===== src/rtl/ldpc_layer_pkg.sv =====
package ldpc_layer_pkg;
  localparam int LLR_W  = 6;
  localparam int POST_W = 8;
  localparam int MAG_W  = POST_W - 1;
  localparam int ROW_W  = 6;                  // four info edges plus two chain edges
  localparam int INFO_E = ROW_W - 2;
  localparam int EW     = $clog2(ROW_W);
  localparam int SUM_W  = POST_W + 2;

  typedef logic signed [POST_W-1:0] post_t;
  typedef logic signed [SUM_W-1:0]  sum_t;
  typedef logic [MAG_W-1:0]         mag_t;

  typedef struct packed {
    mag_t             lo1;
    mag_t             lo2;
    logic [EW-1:0]    lo_pos;
    logic [ROW_W-1:0] neg;
  } cmsg_t;

  localparam sum_t PMAX = SUM_W'(2 ** (POST_W - 1) - 1);
  localparam sum_t PMIN = -PMAX;

  function automatic post_t clamp_post(input sum_t x);
    if (x > PMAX) return PMAX[POST_W-1:0];
    if (x < PMIN) return PMIN[POST_W-1:0];
    return x[POST_W-1:0];
  endfunction

  function automatic sum_t widen(input post_t p);
    return $signed({{(SUM_W-POST_W){p[POST_W-1]}}, p});
  endfunction

  function automatic sum_t signed_mag(input mag_t m, input logic n);
    sum_t v;
    v = $signed({{(SUM_W-MAG_W){1'b0}}, m});
    return n ? (-v) : v;
  endfunction
endpackage


===== src/rtl/ldpc_layer_rom.sv =====
module ldpc_layer_rom
  import ldpc_layer_pkg::*;
#(
  parameter int Z  = 4,
  parameter int MB = 4
) (
  input  logic [((MB > 1) ? $clog2(MB) : 1)-1:0]          brow,
  input  logic [EW-1:0]                                    eidx,
  output logic [$clog2(INFO_E + MB)-1:0]                   bcol,
  output logic [((Z > 1) ? $clog2(Z) : 1)-1:0]             shift
);
  localparam int NB   = INFO_E + MB;
  localparam int CB_W = $clog2(NB);
  localparam int ZW   = (Z > 1) ? $clog2(Z) : 1;

  always_comb begin
    int r;
    int e;
    r = int'(brow);
    e = int'(eidx);
    if (e < INFO_E) begin
      bcol  = CB_W'(e);
      shift = ZW'((r * (e + 1) + e) % Z);
    end else if (e == INFO_E) begin
      bcol  = CB_W'(INFO_E + r);
      shift = '0;
    end else begin
      bcol  = CB_W'(INFO_E + ((r + MB - 1) % MB));
      shift = '0;
    end
  end
endmodule


===== src/rtl/ldpc_layer_lane.sv =====
module ldpc_layer_lane
  import ldpc_layer_pkg::*;
(
  input  logic          clk,
  input  logic          rst_n,
  input  logic          phase_a,
  input  logic          phase_b,
  input  logic [EW-1:0] eidx,
  input  post_t         post_in,
  input  cmsg_t         msg_old,
  output post_t         post_out,
  output cmsg_t         msg_new
);
  post_t qbuf [ROW_W];
  cmsg_t trk_q;
  cmsg_t trk_prev;
  cmsg_t trk_nxt;
  post_t q_val;
  mag_t  q_mag;
  logic  q_neg;
  mag_t  old_mag;
  logic  old_neg;
  mag_t  new_mag;
  logic  new_neg;
  logic [POST_W-1:0] q_flip;

  // phase A: strip old message, track the two minima
  always_comb begin
    old_mag = (eidx == msg_old.lo_pos) ? msg_old.lo2 : msg_old.lo1;
    old_neg = (^msg_old.neg) ^ msg_old.neg[eidx];
    q_val   = clamp_post(widen(post_in) - signed_mag(old_mag, old_neg));
    q_neg   = q_val[POST_W-1];
    q_flip  = POST_W'(0) - q_val;
    q_mag   = q_neg ? q_flip[MAG_W-1:0] : q_val[MAG_W-1:0];

    if (eidx == '0) begin
      trk_prev.lo1    = '1;
      trk_prev.lo2    = '1;
      trk_prev.lo_pos = '0;
      trk_prev.neg    = '0;
    end else begin
      trk_prev = trk_q;
    end
    trk_nxt = trk_prev;
    trk_nxt.neg[eidx] = q_neg;
    if (q_mag < trk_prev.lo1) begin
      trk_nxt.lo2    = trk_prev.lo1;
      trk_nxt.lo1    = q_mag;
      trk_nxt.lo_pos = eidx;
    end else if (q_mag < trk_prev.lo2) begin
      trk_nxt.lo2 = q_mag;
    end
  end

  // phase B: rebuild the outgoing message and refresh the posterior
  always_comb begin
    new_mag  = (eidx == trk_q.lo_pos) ? trk_q.lo2 : trk_q.lo1;
    new_neg  = (^trk_q.neg) ^ trk_q.neg[eidx];
    post_out = clamp_post(widen(qbuf[eidx]) + signed_mag(new_mag, new_neg));
  end

  assign msg_new = trk_q;

  always_ff @(posedge clk or negedge rst_n) begin
    if (!rst_n) begin
      trk_q <= '0;
      for (int i = 0; i < ROW_W; i++) qbuf[i] <= '0;
    end else if (phase_a) begin
      trk_q       <= trk_nxt;
      qbuf[eidx]  <= q_val;
    end
  end

  logic unused_b;
  assign unused_b = phase_b;
endmodule


===== src/rtl/ldpc_layer_ctrl.sv =====
module ldpc_layer_ctrl
  import ldpc_layer_pkg::*;
#(
  parameter int Z     = 4,
  parameter int MB    = 4,
  parameter int ITERS = 3
) (
  input  logic                                   clk,
  input  logic                                   rst_n,
  input  logic                                   in_valid,
  input  logic                                   out_ready,
  output logic                                   in_ready,
  output logic                                   ld_we,
  output logic [$clog2((INFO_E+MB)*Z)-1:0]       ld_addr,
  output logic                                   msg_clear,
  output logic                                   phase_a,
  output logic                                   phase_b,
  output logic [EW-1:0]                          eidx,
  output logic [((MB > 1) ? $clog2(MB) : 1)-1:0] brow,
  output logic                                   out_valid,
  output logic [$clog2(INFO_E+MB)-1:0]           out_blk,
  output logic                                   out_last,
  output logic                                   done
);
  localparam int NB   = INFO_E + MB;
  localparam int N    = NB * Z;
  localparam int NW   = $clog2(N);
  localparam int CB_W = $clog2(NB);
  localparam int RB_W = (MB > 1) ? $clog2(MB) : 1;
  localparam int IT_W = (ITERS > 1) ? $clog2(ITERS) : 1;

  typedef enum logic [1:0] {S_LOAD, S_DEC, S_OUT} st_t;
  st_t st;
  logic            in_b;
  logic [IT_W-1:0] iter;

  assign in_ready  = (st == S_LOAD);
  assign ld_we     = in_ready && in_valid;
  assign msg_clear = ld_we && (ld_addr == NW'(N - 1));
  assign phase_a   = (st == S_DEC) && !in_b;
  assign phase_b   = (st == S_DEC) && in_b;
  assign out_valid = (st == S_OUT);
  assign out_last  = out_valid && (out_blk == CB_W'(NB - 1));

  always_ff @(posedge clk or negedge rst_n) begin
    if (!rst_n) begin
      st      <= S_LOAD;
      ld_addr <= '0;
      in_b    <= 1'b0;
      eidx    <= '0;
      brow    <= '0;
      iter    <= '0;
      out_blk <= '0;
      done    <= 1'b0;
    end else begin
      done <= 1'b0;
      case (st)
        S_LOAD: if (in_valid) begin
          if (ld_addr == NW'(N - 1)) begin
            ld_addr <= '0;
            st      <= S_DEC;
            in_b    <= 1'b0;
            eidx    <= '0;
            brow    <= '0;
            iter    <= '0;
          end else begin
            ld_addr <= ld_addr + NW'(1);
          end
        end
        S_DEC: begin
          if (eidx == EW'(ROW_W - 1)) begin
            eidx <= '0;
            in_b <= !in_b;
            if (in_b) begin
              if (brow == RB_W'(MB - 1)) begin
                brow <= '0;
                if (iter == IT_W'(ITERS - 1)) begin
                  iter <= '0;
                  st   <= S_OUT;
                  done <= 1'b1;
                end else begin
                  iter <= iter + IT_W'(1);
                end
              end else begin
                brow <= brow + RB_W'(1);
              end
            end
          end else begin
            eidx <= eidx + EW'(1);
          end
        end
        S_OUT: if (out_ready) begin
          if (out_blk == CB_W'(NB - 1)) begin
            out_blk <= '0;
            st      <= S_LOAD;
          end else begin
            out_blk <= out_blk + CB_W'(1);
          end
        end
        default: st <= S_LOAD;
      endcase
    end
  end
endmodule


===== src/rtl/ldpc_layer_dec.sv =====
module ldpc_layer_dec
  import ldpc_layer_pkg::*;
#(
  parameter int Z     = 4,
  parameter int MB    = 4,
  parameter int ITERS = 3
) (
  input  logic             clk,
  input  logic             rst_n,
  input  logic             in_valid,
  output logic             in_ready,
  input  logic [LLR_W-1:0] in_llr,
  output logic             out_valid,
  input  logic             out_ready,
  output logic [Z-1:0]     out_bits,
  output logic             out_last,
  output logic             done
);
  localparam int NB   = INFO_E + MB;
  localparam int N    = NB * Z;
  localparam int NW   = $clog2(N);
  localparam int CB_W = $clog2(NB);
  localparam int RB_W = (MB > 1) ? $clog2(MB) : 1;
  localparam int ZW   = (Z > 1) ? $clog2(Z) : 1;
  localparam int NR   = MB * Z;

  post_t post_mem [N];
  cmsg_t msg_mem  [NR];

  logic            ld_we, msg_clear, phase_a, phase_b;
  logic [NW-1:0]   ld_addr;
  logic [EW-1:0]   eidx;
  logic [RB_W-1:0] brow;
  logic [CB_W-1:0] out_blk;
  logic [CB_W-1:0] bcol;
  logic [ZW-1:0]   shift;

  logic [NW-1:0] paddr   [Z];
  post_t         lane_in [Z];
  post_t         lane_out[Z];
  cmsg_t         lane_old[Z];
  cmsg_t         lane_new[Z];

  ldpc_layer_ctrl #(.Z(Z), .MB(MB), .ITERS(ITERS)) u_ctrl (
    .clk(clk), .rst_n(rst_n), .in_valid(in_valid), .out_ready(out_ready),
    .in_ready(in_ready), .ld_we(ld_we), .ld_addr(ld_addr), .msg_clear(msg_clear),
    .phase_a(phase_a), .phase_b(phase_b), .eidx(eidx), .brow(brow),
    .out_valid(out_valid), .out_blk(out_blk), .out_last(out_last), .done(done)
  );

  ldpc_layer_rom #(.Z(Z), .MB(MB)) u_rom (
    .brow(brow), .eidx(eidx), .bcol(bcol), .shift(shift)
  );

  for (genvar z = 0; z < Z; z++) begin : g_lane
    always_comb begin
      paddr[z]    = NW'(int'(bcol) * Z + ((z + int'(shift)) % Z));
      lane_in[z]  = post_mem[paddr[z]];
      lane_old[z] = msg_mem[int'(brow) * Z + z];
    end

    ldpc_layer_lane u_lane (
      .clk(clk), .rst_n(rst_n), .phase_a(phase_a), .phase_b(phase_b),
      .eidx(eidx), .post_in(lane_in[z]), .msg_old(lane_old[z]),
      .post_out(lane_out[z]), .msg_new(lane_new[z])
    );
  end

  // posterior store: loading writes one entry, phase B writes one per lane
  always_ff @(posedge clk or negedge rst_n) begin
    if (!rst_n) begin
      for (int i = 0; i < N; i++) post_mem[i] <= '0;
    end else if (ld_we) begin
      post_mem[ld_addr] <= {{(POST_W-LLR_W){in_llr[LLR_W-1]}}, in_llr};
    end else if (phase_b) begin
      for (int z = 0; z < Z; z++) post_mem[paddr[z]] <= lane_out[z];
    end
  end

  // compressed message store
  always_ff @(posedge clk or negedge rst_n) begin
    if (!rst_n) begin
      for (int i = 0; i < NR; i++) msg_mem[i] <= '0;
    end else if (msg_clear) begin
      for (int i = 0; i < NR; i++) msg_mem[i] <= '0;
    end else if (phase_b && eidx == '0) begin
      for (int z = 0; z < Z; z++) msg_mem[int'(brow) * Z + z] <= lane_new[z];
    end
  end

  always_comb begin
    for (int z = 0; z < Z; z++)
      out_bits[z] = post_mem[int'(out_blk) * Z + z][POST_W-1];
  end
endmodule


===== config.mk =====
export PLATFORM = sky130hd
export DESIGN_NAME = ldpc_layer_dec
export DESIGN_NICKNAME = d
export VERILOG_FILES = /design/src/rtl/ldpc_layer_pkg.sv /design/src/rtl/ldpc_layer_rom.sv /design/src/rtl/ldpc_layer_lane.sv /design/src/rtl/ldpc_layer_ctrl.sv /design/src/rtl/ldpc_layer_dec.sv
export SDC_FILE = /design/constraint.sdc
export NUM_CORES = 2
export LEC_CHECK = 0
export CAP_MARGIN = 0
export CORE_MARGIN = 5
export CORE_UTILIZATION = 55
export DETAILED_ROUTE_END_ITERATION = 6
export MAX_ROUTING_LAYER = met4
export PLACE_DENSITY_LB_ADDON = 0.12
export SYNTH_ARGS = -nofsm -noshare
export SYNTH_HDL_FRONTEND = slang
export SYNTH_SLANG_ARGS = --single-unit

===== constraint.sdc =====
create_clock -name clk -period 10.5 [get_ports clk]
set_clock_uncertainty 0.05 [all_clocks]
set_input_delay 1.05 -clock clk [delete_from_list [all_inputs] [get_ports clk]]
set_output_delay 1.05 -clock clk [all_outputs]
set_load 0.01 [all_outputs]

==> impl_results.md <==
* FILL cells at 9529
* Setup TNS at 0 ps
* Leading post-synthesis cells by cell area: sky130_fd_sc_hd__dfrtp_1, sky130_fd_sc_hd__nand2_1, sky130_fd_sc_hd__mux4_2
* Maximum fanout along the worst path at 57
* Setup repair after global routing missed its margin: no
* CP max stage cell: sky130_fd_sc_hd__o21ai_0
* Minimum clock period after layout at 9931 ps
* Async SR Flop Fraction at 100.0%
* Critical Setup Path Class: reg -> reg
* Count of buffers from port buffering at 17
* Number of global-route vias before repair at 53010
* Post-DR wirelength/cell at 27.82 um
* Final period utilization at 94.58%
* Number of antenna violations at the first check in global routing at 7
* Pin count of the biggest net entering global routing at 212
* Die outline area at 0.1167 mm2
* Final hold vios at 0
* Required time worst endpoint at 11020 ps
* Commonest register cell after synthesis: sky130_fd_sc_hd__dfrtp_1
* Count of flip-flops with a built-in enable after synthesis at 0
* Share of the yosys chip area belonging to registers at 38.36%
* DPL Wire Length at 154400 um
* Unique masters post-synth at 108
* Leading cell types in the layout, fill and taps excluded: sky130_fd_sc_hd__nand2_1, sky130_fd_sc_hd__dfrtp_1, sky130_fd_sc_hd__a21oi_1, sky130_fd_sc_hd__o21ai_0, sky130_fd_sc_hd__nor2_1
* Total Routing Usage GR at 39.50%
* Total of flip-flops plus latches after synthesis at 927
* Cells after Synth at 6997
* Clock tree from TritonCTS: yes
* Placer's final routability congestion estimate at 1.022
* Synth-to-layout area growth at 8.847%
* Fraction of layout instances using a drive strength above 1 at 11.80%
* Arrival time of the worst setup path at 10450 ps
* Hold WS at 292.9 ps
* Level count of the clock H-tree at 3
* Post-Synthesis Mean Instance Area at 8.643 um2
* GRT Residual Overflow at 0
* Crit end category: flip-flop
* Worst Setup Slack, final at 568.8 ps
* Largest stage delay on the critical path at 1020 ps
* Highest clock rate at 100.7 MHz
* Number of pins with negative max-slew slack in the final report at 0
* Starting density of the core at 55.48%
* Post-Synthesis Cell Area at 0.06048 mm2
* Synth top area share at 38.36%
* DRC violation count after routing at 7
* I/O pin count at 18
* Yosys warns at 0
* Number of buffers added by the clock tree synthesis step at 105
* Worst slew margin relative to its limit at 10.41%
* Clock Tree Root: sky130_fd_sc_hd__clkbuf_16
* # hold bufs at CTS at 0
* Number of violations of the max-capacitance limit at 0
* Post-synth net total at 7162
* Sequential cell area at 0.02322 mm2
* Count of final setup violators at 0
* Vias after detailed routing at 56180
* Standard cell core area at 0.1090 mm2
* Yosys top cell by area: sky130_fd_sc_hd__dfrtp_1
* Fraction of the core area covered by cells at the end of the flow at 60.39%
* Outcome: complete, but fails checks
* Number of standard-cell rows in the floorplan at 121
* Post-place setup slack at 334.1 ps
* Number of nets with antenna violations after routing at 0
* Height of the die at 341.6 um
* Global-route wire length before repair at 342700 um
* Most common cell type on the critical path: sky130_fd_sc_hd__o21ai_0
* Clock network latency to the later pin of the worst-skew pair at 720 ps
* Most frequent standard cell in the layout excluding fill and tap cells: sky130_fd_sc_hd__nand2_1
* Slew @ Worst Pin at 1344 ps
* Critical Path Start Type: flip-flop
* Net count, final at 6882
* First-pass detailed-route iteration total at 7
* Drt initial violations at 7253
* Multi-input combinational cell area at 0.03474 mm2
* Number of clock sinks at 927
* Register clock-pin slew on the reported worst setup and hold paths at 60 ps
* Via density at 6.829
* Die width at 341.6 um
* CTS Buffer Depth at 3
* Worst hold-check path type: in -> async
* Failing checks: design-rule violations
* Final wirelength at 228900 um
## registers in the layout, summed over array words and instances (netlist names)
name and cells:
u_ctrl.in_b 1, u_ctrl.eidx 3, u_ctrl.st 2, u_ctrl.ld_addr 5, u_ctrl.out_blk 3, g_lane.u_lane.qbuf 192
post_mem 256, g_lane.u_lane.msg_new 92, u_ctrl.brow 2, u_ctrl.iter 2, msg_mem 368, u_ctrl.done 1
## path summary, 6_finish.rpt
check | startpoint | end | slack [ps] | depth (start not counted)
worst min register to register | g_lane[0].u_lane.qbuf[37] | g_lane[0].u_lane.qbuf[37] | 430 | 2
max in group asynchronous | rst_n | msg_mem[180] | 7820 | 3
worst max-delay path | u_ctrl.eidx[0] | g_lane[0].u_lane.msg_new[8] | 570 | 35
worst min-delay path | rst_n | msg_mem[220] | 290 | 1
min in group clk | g_lane[0].u_lane.qbuf[37] | g_lane[0].u_lane.qbuf[37] | 430 | 2
worst max register to register | u_ctrl.eidx[0] | g_lane[0].u_lane.msg_new[8] | 570 | 35
## critical path, delay by kind of cell, from the launching register on
| kind | cells | cell delay (ps) |
|---|---|---|
| compound gates | 13 | 3530 |
| buf+inv | 5 | 1430 |
| fa+ha+maj | 4 | 1330 |
| xor+xnor | 3 | 1150 |
| simple gates | 8 | 1140 |
| mux | 2 | 570 |
| flops | 1 | 470 |
## area by class of cell
type / instances / share of cell area, %
antenna: 8 / 0.03041
clock buffer: 147 / 4.678
clock inverter: 48 / 1.051
inverter: 120 / 0.6957
multi-input combinational: 5347 / 52.78
sequential: 927 / 35.27
tap: 1414 / 2.688
timing repair buffer: 216 / 2.813
## metal layers
layer	vias to the layer above	track usage, %	part of all wire (%)
met3	736	9.577	11
met5	-	-	0
met4	0	19.49	6.2
met2	3347	56.88	43
li1	24580	-	-
met1	27520	52.63	40
## stage by stage
stage / instance area, um2 / std cells
floorplan: 60490 / 6997
finish: 65830 / 8227
global placement: 61950 / 8023
global route: 65820 / 8226
CTS: 65730 / 8218
detailed placement: 61950 / 8023
## logic make-up after synthesis
family | Yosys count | share of synthesized area, %
simple gates | 2463 | 16.94
buf+inv | 723 | 4.767
compound gates | 2080 | 21.38
fa+ha+maj | 159 | 3.376
flops | 927 | 38.36
xor+xnor | 183 | 2.849
mux | 462 | 12.33
## cells in the mapped netlist (18+ instances only)
library cell,n
sky130_fd_sc_hd__a21o_1,27
sky130_fd_sc_hd__inv_1,114
sky130_fd_sc_hd__and3_1,35
sky130_fd_sc_hd__buf_2,35
sky130_fd_sc_hd__a31oi_1,79
sky130_fd_sc_hd__mux2_2,54
sky130_fd_sc_hd__a221oi_1,157
sky130_fd_sc_hd__a21oi_1,732
sky130_fd_sc_hd__or3_1,24
sky130_fd_sc_hd__nor3_1,94
sky130_fd_sc_hd__o221ai_1,23
sky130_fd_sc_hd__nand2_1,1540
sky130_fd_sc_hd__o22ai_1,39
sky130_fd_sc_hd__a22oi_1,85
sky130_fd_sc_hd__o21ai_0,479
sky130_fd_sc_hd__o211ai_1,33
sky130_fd_sc_hd__buf_1,49
sky130_fd_sc_hd__or2_2,26
sky130_fd_sc_hd__o21a_1,38
sky130_fd_sc_hd__nand3_1,126
sky130_fd_sc_hd__o31ai_1,109
sky130_fd_sc_hd__clkbuf_1,493
sky130_fd_sc_hd__and2_1,22
sky130_fd_sc_hd__buf_4,18
sky130_fd_sc_hd__nor2b_1,36
sky130_fd_sc_hd__xor2_1,55
sky130_fd_sc_hd__xnor2_1,117
sky130_fd_sc_hd__nand2b_1,31
sky130_fd_sc_hd__a22o_1,27
sky130_fd_sc_hd__a211oi_1,56
sky130_fd_sc_hd__mux4_2,220
sky130_fd_sc_hd__mux2i_1,180
sky130_fd_sc_hd__dfrtp_1,927
sky130_fd_sc_hd__nor2_1,452
sky130_fd_sc_hd__ha_1,147
sky130_fd_sc_hd__o21ai_1,32
## timing repair
action | in CTS | in global routing
setup endpoints to repair | 0 | 61
gates resized for setup | 0 | 19
setup buffers | 0 | 1
Power is not shown: default switching activity piles up to over one toggle a cycle in this logic, so the estimate is an artifact.
